[config.mk]
export PLATFORM = sky130hd
export DESIGN_NAME = grp_result_buf
export DESIGN_NICKNAME = d
export VERILOG_FILES = /design/src/rtl/grb_pkg.sv /design/src/rtl/grb_store.sv /design/src/rtl/grb_thresh.sv /design/src/rtl/grb_flags.sv /design/src/rtl/grp_result_buf.sv
export SDC_FILE = /design/constraint.sdc
export NUM_CORES = 1
export LEC_CHECK = 0
export CAP_MARGIN = 10
export CORE_UTILIZATION = 59
export DETAILED_ROUTE_END_ITERATION = 12
export PLACE_DENSITY = 0.8
export SLEW_MARGIN = 30
export SYNTH_ARGS = -nofsm -noshare
export SYNTH_HDL_FRONTEND = slang
export SYNTH_SLANG_ARGS = --single-unit
[constraint.sdc]
create_clock -name clk -period 4 [get_ports clk]
set_input_delay 0.6 -clock clk [delete_from_list [all_inputs] [get_ports clk]]
set_output_delay 0.6 -clock clk [all_outputs]
set_load 0.03 [all_outputs]
[src/rtl/grb_pkg.sv]
// Package: shared constants for the group result buffer.
// Assumes: nothing beyond the 2-bit register address space.
package grb_pkg;
    localparam int FLAG_N = 3;
    localparam int F_THR  = 0;
    localparam int F_END  = 1;
    localparam int F_OVR  = 2;

    typedef enum logic [1:0] {
        A_THRESH = 2'd0,
        A_DEPTH  = 2'd1,
        A_CTRL   = 2'd2,
        A_CLEAR  = 2'd3
    } reg_addr_e;

    typedef enum logic {
        POL_DROP      = 1'b0,
        POL_OVERWRITE = 1'b1
    } ovr_policy_e;
endpackage

[src/rtl/grb_store.sv]
// Module: circular result storage with a run-time depth.
// Does: keeps pointers and the held count, decides which pushes and reads take
// effect, and applies the full-buffer policy.
// Assumes: depth is between 1 and MAX_DEPTH; flush clears the buffer and masks
// all pushes and reads in its cycle.
module grb_store #(
    parameter int DATA_W    = 12,
    parameter int MAX_DEPTH = 16,
    parameter int DEP_W     = $clog2(MAX_DEPTH + 1)
) (
    input  logic              clk,
    input  logic              rst_n,
    input  logic              flush,
    input  logic [DEP_W-1:0]  depth,
    input  logic              overwrite,
    input  logic              push,
    input  logic [DATA_W-1:0] push_data,
    input  logic              pop,
    output logic [DATA_W-1:0] pop_data,
    output logic [DEP_W-1:0]  count,
    output logic              wr_take,
    output logic              rd_take,
    output logic              ovr_evt
);
    localparam int IDX_W = (MAX_DEPTH > 1) ? $clog2(MAX_DEPTH) : 1;

    logic [DATA_W-1:0] mem [MAX_DEPTH];
    logic [IDX_W-1:0]  wptr, rptr;
    logic              full, empty, ovw;
    logic [IDX_W-1:0]  last_idx;

    // Derive the per-cycle events from the current fill level.
    always_comb begin
        last_idx = IDX_W'(depth - 1'b1);
        full     = (count == depth);
        empty    = (count == '0);
        rd_take  = pop && !empty && !flush;
        wr_take  = push && !flush && (!full || rd_take);
        ovr_evt  = push && !flush && full && !rd_take;
        ovw      = ovr_evt && overwrite;
    end

    // Advance the pointers and the held count.
    always_ff @(posedge clk) begin
        if (!rst_n || flush) begin
            wptr  <= '0;
            rptr  <= '0;
            count <= '0;
        end else begin
            if (wr_take || ovw)
                wptr <= (wptr == last_idx) ? '0 : wptr + 1'b1;
            if (rd_take || ovw)
                rptr <= (rptr == last_idx) ? '0 : rptr + 1'b1;
            if (wr_take && !rd_take)
                count <= count + 1'b1;
            else if (rd_take && !wr_take)
                count <= count - 1'b1;
        end
    end

    // Store accepted and overwriting results.
    always_ff @(posedge clk) begin
        if (wr_take || ovw)
            mem[wptr] <= push_data;
    end

    // Register the read result; an empty read returns zero.
    always_ff @(posedge clk) begin
        if (!rst_n)
            pop_data <= '0;
        else if (pop && !flush)
            pop_data <= rd_take ? mem[rptr] : '0;
    end

    a_r9_count_bound: assert property (@(posedge clk) disable iff (!rst_n)
        count <= depth);
    a_r8_drop_keeps_count: assert property (@(posedge clk) disable iff (!rst_n)
        ovr_evt && !overwrite |=> count == $past(count));
    a_r10_empty_read_zero: assert property (@(posedge clk) disable iff (!rst_n)
        pop && empty && !flush |=> pop_data == '0);
endmodule

[src/rtl/grb_thresh.sv]
// Module: signed threshold counter.
// Does: loads the threshold, counts down on stores and up on reads, and
// gives a strobe when the count moves from +1 to 0.
// Assumes: the count range CNT_W holds threshold minus depth.
module grb_thresh #(
    parameter int CNT_W = 9
) (
    input  logic                    clk,
    input  logic                    rst_n,
    input  logic                    load,
    input  logic signed [CNT_W-1:0] load_val,
    input  logic                    dec,
    input  logic                    inc,
    output logic signed [CNT_W-1:0] cnt,
    output logic                    hit_zero
);
    localparam logic signed [CNT_W-1:0] ONE = CNT_W'(1);

    // Detect the one transition that may raise the threshold flag.
    always_comb hit_zero = !load && dec && !inc && (cnt == ONE);

    // Update the counter.
    always_ff @(posedge clk) begin
        if (!rst_n)
            cnt <= '0;
        else if (load)
            cnt <= load_val;
        else if (dec && !inc)
            cnt <= cnt - ONE;
        else if (inc && !dec)
            cnt <= cnt + ONE;
    end

    a_r4_pair_hold: assert property (@(posedge clk) disable iff (!rst_n)
        !load && dec && inc |=> cnt == $past(cnt));
    a_r4_down_step: assert property (@(posedge clk) disable iff (!rst_n)
        !load && dec && !inc |=> cnt == $past(cnt) - ONE);
endmodule

[src/rtl/grb_flags.sv]
// Module: sticky event flags with enables.
// Does: sets a flag on its event, clears it on a host clear, and gates the
// interrupt output with the enable. A set wins over a clear in the same cycle.
// Assumes: set and clr are single-cycle strobes.
module grb_flags #(
    parameter int N = 3
) (
    input  logic         clk,
    input  logic         rst_n,
    input  logic [N-1:0] set,
    input  logic [N-1:0] clr,
    input  logic [N-1:0] en,
    output logic [N-1:0] flag,
    output logic [N-1:0] irq
);
    for (genvar i = 0; i < N; i++) begin : g_flag
        // Hold one sticky flag.
        always_ff @(posedge clk) begin
            if (!rst_n)
                flag[i] <= 1'b0;
            else if (set[i])
                flag[i] <= 1'b1;
            else if (clr[i])
                flag[i] <= 1'b0;
        end

        // Gate the interrupt line.
        always_comb irq[i] = flag[i] & en[i];

        a_r12_set_wins: assert property (@(posedge clk) disable iff (!rst_n)
            set[i] |=> flag[i]);
        a_r12_clear_only: assert property (@(posedge clk) disable iff (!rst_n)
            clr[i] && !set[i] |=> !flag[i]);
    end
endmodule

[src/rtl/grp_result_buf.sv]
// Module: result buffer for one conversion group (top).
// Does: decodes the register port, and ties together the storage, the
// threshold counter and the sticky flags.
// Assumes: no push or read in the same cycle as a threshold or depth write.
module grp_result_buf #(
    parameter int DATA_W    = 12,
    parameter int MAX_DEPTH = 16,
    parameter int THR_W     = 8,
    parameter int DEP_W     = $clog2(MAX_DEPTH + 1),
    parameter int CNT_W     = THR_W + 1
) (
    input  logic                    clk,
    input  logic                    rst_n,
    input  logic                    cfg_wr,
    input  logic [1:0]              cfg_addr,
    input  logic [15:0]             cfg_wdata,
    input  logic                    cv_valid,
    input  logic [DATA_W-1:0]       cv_data,
    input  logic                    grp_done,
    input  logic                    rd_req,
    output logic [DATA_W-1:0]       rd_data,
    output logic [DEP_W-1:0]        held_count,
    output logic signed [CNT_W-1:0] thr_count,
    output logic [2:0]              flags,
    output logic                    irq_thr,
    output logic                    irq_end,
    output logic                    irq_ovr
);
    import grb_pkg::*;

    localparam logic [DEP_W-1:0] DEP_MAX = DEP_W'(MAX_DEPTH);

    logic signed [THR_W-1:0] thr_reg;
    logic [DEP_W-1:0]        depth_reg;
    logic [FLAG_N-1:0]       en_reg;
    ovr_policy_e             policy;
    logic                    wr_thr, wr_dep, wr_ctl, wr_clr, flush;
    logic                    wr_take, rd_take, ovr_evt, hit_zero;
    logic [FLAG_N-1:0]       set_v, clr_v, irq_v;
    logic signed [CNT_W-1:0] thr_ext;

    // Decode register writes.
    always_comb begin
        wr_thr  = cfg_wr && (cfg_addr == A_THRESH);
        wr_dep  = cfg_wr && (cfg_addr == A_DEPTH);
        wr_ctl  = cfg_wr && (cfg_addr == A_CTRL);
        wr_clr  = cfg_wr && (cfg_addr == A_CLEAR);
        flush   = wr_thr || wr_dep;
        thr_ext = wr_thr ? CNT_W'($signed(cfg_wdata[THR_W-1:0]))
                         : CNT_W'(thr_reg);
    end

    // Hold the configuration registers.
    always_ff @(posedge clk) begin
        if (!rst_n) begin
            thr_reg   <= '0;
            depth_reg <= DEP_MAX;
            en_reg    <= '0;
            policy    <= POL_DROP;
        end else begin
            if (wr_thr)
                thr_reg <= $signed(cfg_wdata[THR_W-1:0]);
            if (wr_dep)
                depth_reg <= (cfg_wdata == 16'd0 || cfg_wdata > 16'(MAX_DEPTH))
                             ? DEP_MAX : DEP_W'(cfg_wdata);
            if (wr_ctl) begin
                en_reg <= cfg_wdata[FLAG_N-1:0];
                policy <= ovr_policy_e'(cfg_wdata[3]);
            end
        end
    end

    grb_store #(
        .DATA_W(DATA_W), .MAX_DEPTH(MAX_DEPTH), .DEP_W(DEP_W)
    ) u_store (
        .clk(clk), .rst_n(rst_n), .flush(flush), .depth(depth_reg),
        .overwrite(policy == POL_OVERWRITE),
        .push(cv_valid), .push_data(cv_data), .pop(rd_req),
        .pop_data(rd_data), .count(held_count),
        .wr_take(wr_take), .rd_take(rd_take), .ovr_evt(ovr_evt)
    );

    grb_thresh #(.CNT_W(CNT_W)) u_thresh (
        .clk(clk), .rst_n(rst_n), .load(flush), .load_val(thr_ext),
        .dec(wr_take), .inc(rd_take), .cnt(thr_count), .hit_zero(hit_zero)
    );

    // Gather the flag events and clears.
    always_comb begin
        set_v        = '0;
        set_v[F_THR] = hit_zero;
        set_v[F_END] = grp_done;
        set_v[F_OVR] = ovr_evt;
        clr_v        = wr_clr ? cfg_wdata[FLAG_N-1:0] : '0;
    end

    grb_flags #(.N(FLAG_N)) u_flags (
        .clk(clk), .rst_n(rst_n), .set(set_v), .clr(clr_v), .en(en_reg),
        .flag(flags), .irq(irq_v)
    );

    // Drive the interrupt outputs.
    always_comb begin
        irq_thr = irq_v[F_THR];
        irq_end = irq_v[F_END];
        irq_ovr = irq_v[F_OVR];
    end

    a_r5_thr_edge: assert property (@(posedge clk) disable iff (!rst_n)
        $rose(flags[F_THR]) |-> ($past(thr_count) == CNT_W'(1)) && (thr_count == '0));
    a_r6_held_match: assert property (@(posedge clk) disable iff (!rst_n)
        CNT_W'(held_count) == CNT_W'(thr_reg) - thr_count);
    a_r9_overwrite_full: assert property (@(posedge clk) disable iff (!rst_n)
        ovr_evt && policy == POL_OVERWRITE |=> held_count == depth_reg);
endmodule

==> results.json <==
{
  "antenna_found_initial": 0,
  "dieHeight_um": 135,
  "fmax_mhz": 288,
  "ir_worst_vdd_uv": 422,
  "relSlewSlack_pct": 33.4,
  "cts_tree": "yes",
  "status": "completed",
  "synth.most_common_cell": "edfxtp_1",
  "worstPathRequired_ns": 4.43,
  "postSynth.topFlopCell": "edfxtp_1",
  "clk_latency_ns": 0.51,
  "post_cts.repair.setup_buffers": 0,
  "fin_crit_sh_pct": 86.7,
  "synth_common_cells": "192 x edfxtp_1, 58 x dfxtp_1, 56 x mux4_2",
  "fillers": 1075,
  "place.gp.congestion": 0.844,
  "grt_max_degree": 49,
  "setup_tns_ns": 0,
  "port_buffers": 67,
  "ys_seq_elements": 250,
  "synth_edf_count": 192,
  "drt-initial-drc-count": 476,
  "postRouteAntennaNets": 0,
  "slew_viol_final": 0,
  "synth.area.top_cells": "edfxtp_1 55%, mux4_2 12%, dfxtp_1 11%",
  "dr.pass1.iters": 5,
  "async_flop_share_pct": 0,
  "die_area_um2": 18200,
  "synthDistinctLibCells": 57,
  "vias": 6108,
  "totalWireLength_um": 23500,
  "syn2layout_area_growth_pct": 17.4,
  "syn-cell-area_um2": 10400,
  "synth_top_area_share_pct": 55.3,
  "final_net_count": 770,
  "cts_hold_buffers": 0,
  "grt.total_usage_pct": 26.8,
  "diodes": 0,
  "finalSetupViolCount": 0,
  "start_util_pct": 60.2,
  "dp_hpwl_um": 13800,
  "tightest_slew_ns": 0.997,
  "period_needed_ns": 3.47,
  "power_mw": 6.84,
  "wl_per_cell_um": 24.4,
  "finClkSkew_ns": 0.0116,
  "ios": 68,
  "top_regs": "u_store.mem x192, u_store.pop_data x12, u_thresh.cnt x9",
  "yosysSeqAreaShare_pct": 66.5,
  "synth.avg_cell_area_um2": 16.5,
  "crit_fanout": 10,
  "num_rows": 48,
  "numCtsBuffers": 25,
  "top_register": "u_store.mem",
  "largest_reg_flops": 192,
  "viasPerCell": 6.34,
  "design_area_um2": 12200,
  "cts_max_level": 1,
  "core_area_um2": 17300,
  "synth_nets": 682,
  "cts.repair.resized": 0,
  "drc": 0,
  "drv_cap": 0,
  "hp-class": "reg -> reg",
  "leakage_nw": 4.11,
  "syn_inst": 632,
  "yosysWarnings": 0,
  "rsz0062_at_grt": "false",
  "cts.sinks": 250,
  "grt_pass1_wl_um": 35800,
  "grt_overflow": 0,
  "path_class": "in -> reg",
  "grt_pass1_vias": 6214,
  "critPathCaptureType": "flip-flop",
  "detailed_place.area_um2": 11400,
  "die_x_um": 135,
  "cts.clk_slew.worst_paths_ns": 0.06,
  "cts_buffer_depth": 3,
  "hold_violations": 0,
  "arrival_ns": 3.90,
  "layout-drive-gt1-share_pct": 17.6,
  "synth_largest_area_cell": "edfxtp_1",
  "start_kind": "input port",
  "clock-root-buffer": "clkbuf_16",
  "p_per_area_nw_per_um2": 559
}
layout by cell type (no fill, tap or decap), types with 6 or more instances in the layout:
cell	n
edfxtp_1	192
clkdlybuf4s50_1	67
mux4_2	56
dfxtp_1	55
nand2_1	36
buf_4	28
clkbuf_16	25
nor2_1	22
nor2b_1	15
a21oi_1	14
ha_1	14
o21ai_0	13
mux2i_1	13
inv_1	12
xor2_1	12
a32o_1	12
xnor2_1	11
nand3_1	11
a21boi_0	11
clkbuf_1	10
nor3_1	9
and3_1	6
where the power goes:
group          internal [mW]  leakage, nW  switching [mW]
clock                   1.34        0.387           0.919
combinational          0.725         1.52           0.798
sequential              2.91         2.21           0.146
routing by layer:
| layer | track usage, % | routed length, µm | vias to the layer above | part of all wire, % |
|---|---|---|---|---|
| li1 | - | - | 2679 | - |
| met1 | 35.6 | 9400 | 3097 | 40 |
| met2 | 45.9 | 11900 | 282 | 51 |
| met3 | 4.32 | 1670 | 50 | 7.1 |
| met4 | 7.80 | 530 | 0 | 2.3 |
| met5 | 0 | 0 | - | 0 |
worst max-delay path, cell delays in order:
cell,delay (ns)
clkdlybuf4s50_1,0.51
nand2b_1,0.44
o211ai_4,0.22
a31oi_1,0.33
ha_1,0.42
inv_1,0.11
ha_1,0.36
a31oi_1,0.20
nor2_1,0.08
or4_1,0.48
a21oi_1,0.14
logic make-up (layout without fill, tap and decap cells):
family | after synthesis | count (layout) | synth area share (%)
xor gates and xnor gates | 25 | 25 | 2.37
DFF | 250 | 250 | 66.5
AOI/OAI and AO/OA | 85 | 85 | 6.05
muxes | 74 | 74 | 14.5
and+or+nand+nor | 137 | 137 | 6.88
buffers and inverters | 47 | 153 | 2.08
adders and majority gates | 14 | 14 | 1.68
through the flow:
| step | setup slack, ns | cells | utilization [%] | hold WS (ns) |
|---|---|---|---|---|
| floorplan | 0.845 | 632 | - | 0.454 |
| global placement | 0.327 | 918 | 66.2 | 0.457 |
| detailed placement | 0.117 | 918 | 66.2 | 0.458 |
| CTS | 0.604 | 963 | 70.8 | 0.478 |
| global route | 0.428 | 963 | 70.8 | 0.504 |
| finish | 0.532 | 963 | 70.8 | 0.473 |
area by class of cell:
class                      instances  area, µm²  area share, %
clock buffer                      38        704           5.76
clock inverter                     7       83.8          0.685
inverter                          12       45.0          0.368
multi-input combinational        335       3290           26.9
sequential                       250       6930           56.6
tap                              225        282           2.30
timing repair buffer              96        901           7.36
path summary, 6_finish.rpt:
check	start	to	slack (ns)	depth (start not counted)
setup / recovery	cfg_addr[1]	u_store.count[4]$_SDFFE_PP0P_	0.53	11
hold reg to reg	u_store.pop_data[5]$_SDFFE_PN0P_	u_store.pop_data[5]$_SDFFE_PN0P_	0.47	1
hold / removal	u_store.pop_data[5]$_SDFFE_PN0P_	u_store.pop_data[5]$_SDFFE_PN0P_	0.47	1
setup reg to reg	u_store.count[1]$_SDFFE_PP0P_	u_store.count[4]$_SDFFE_PP0P_	0.75	10
Note: power is estimated with default switching activity, not from simulation.
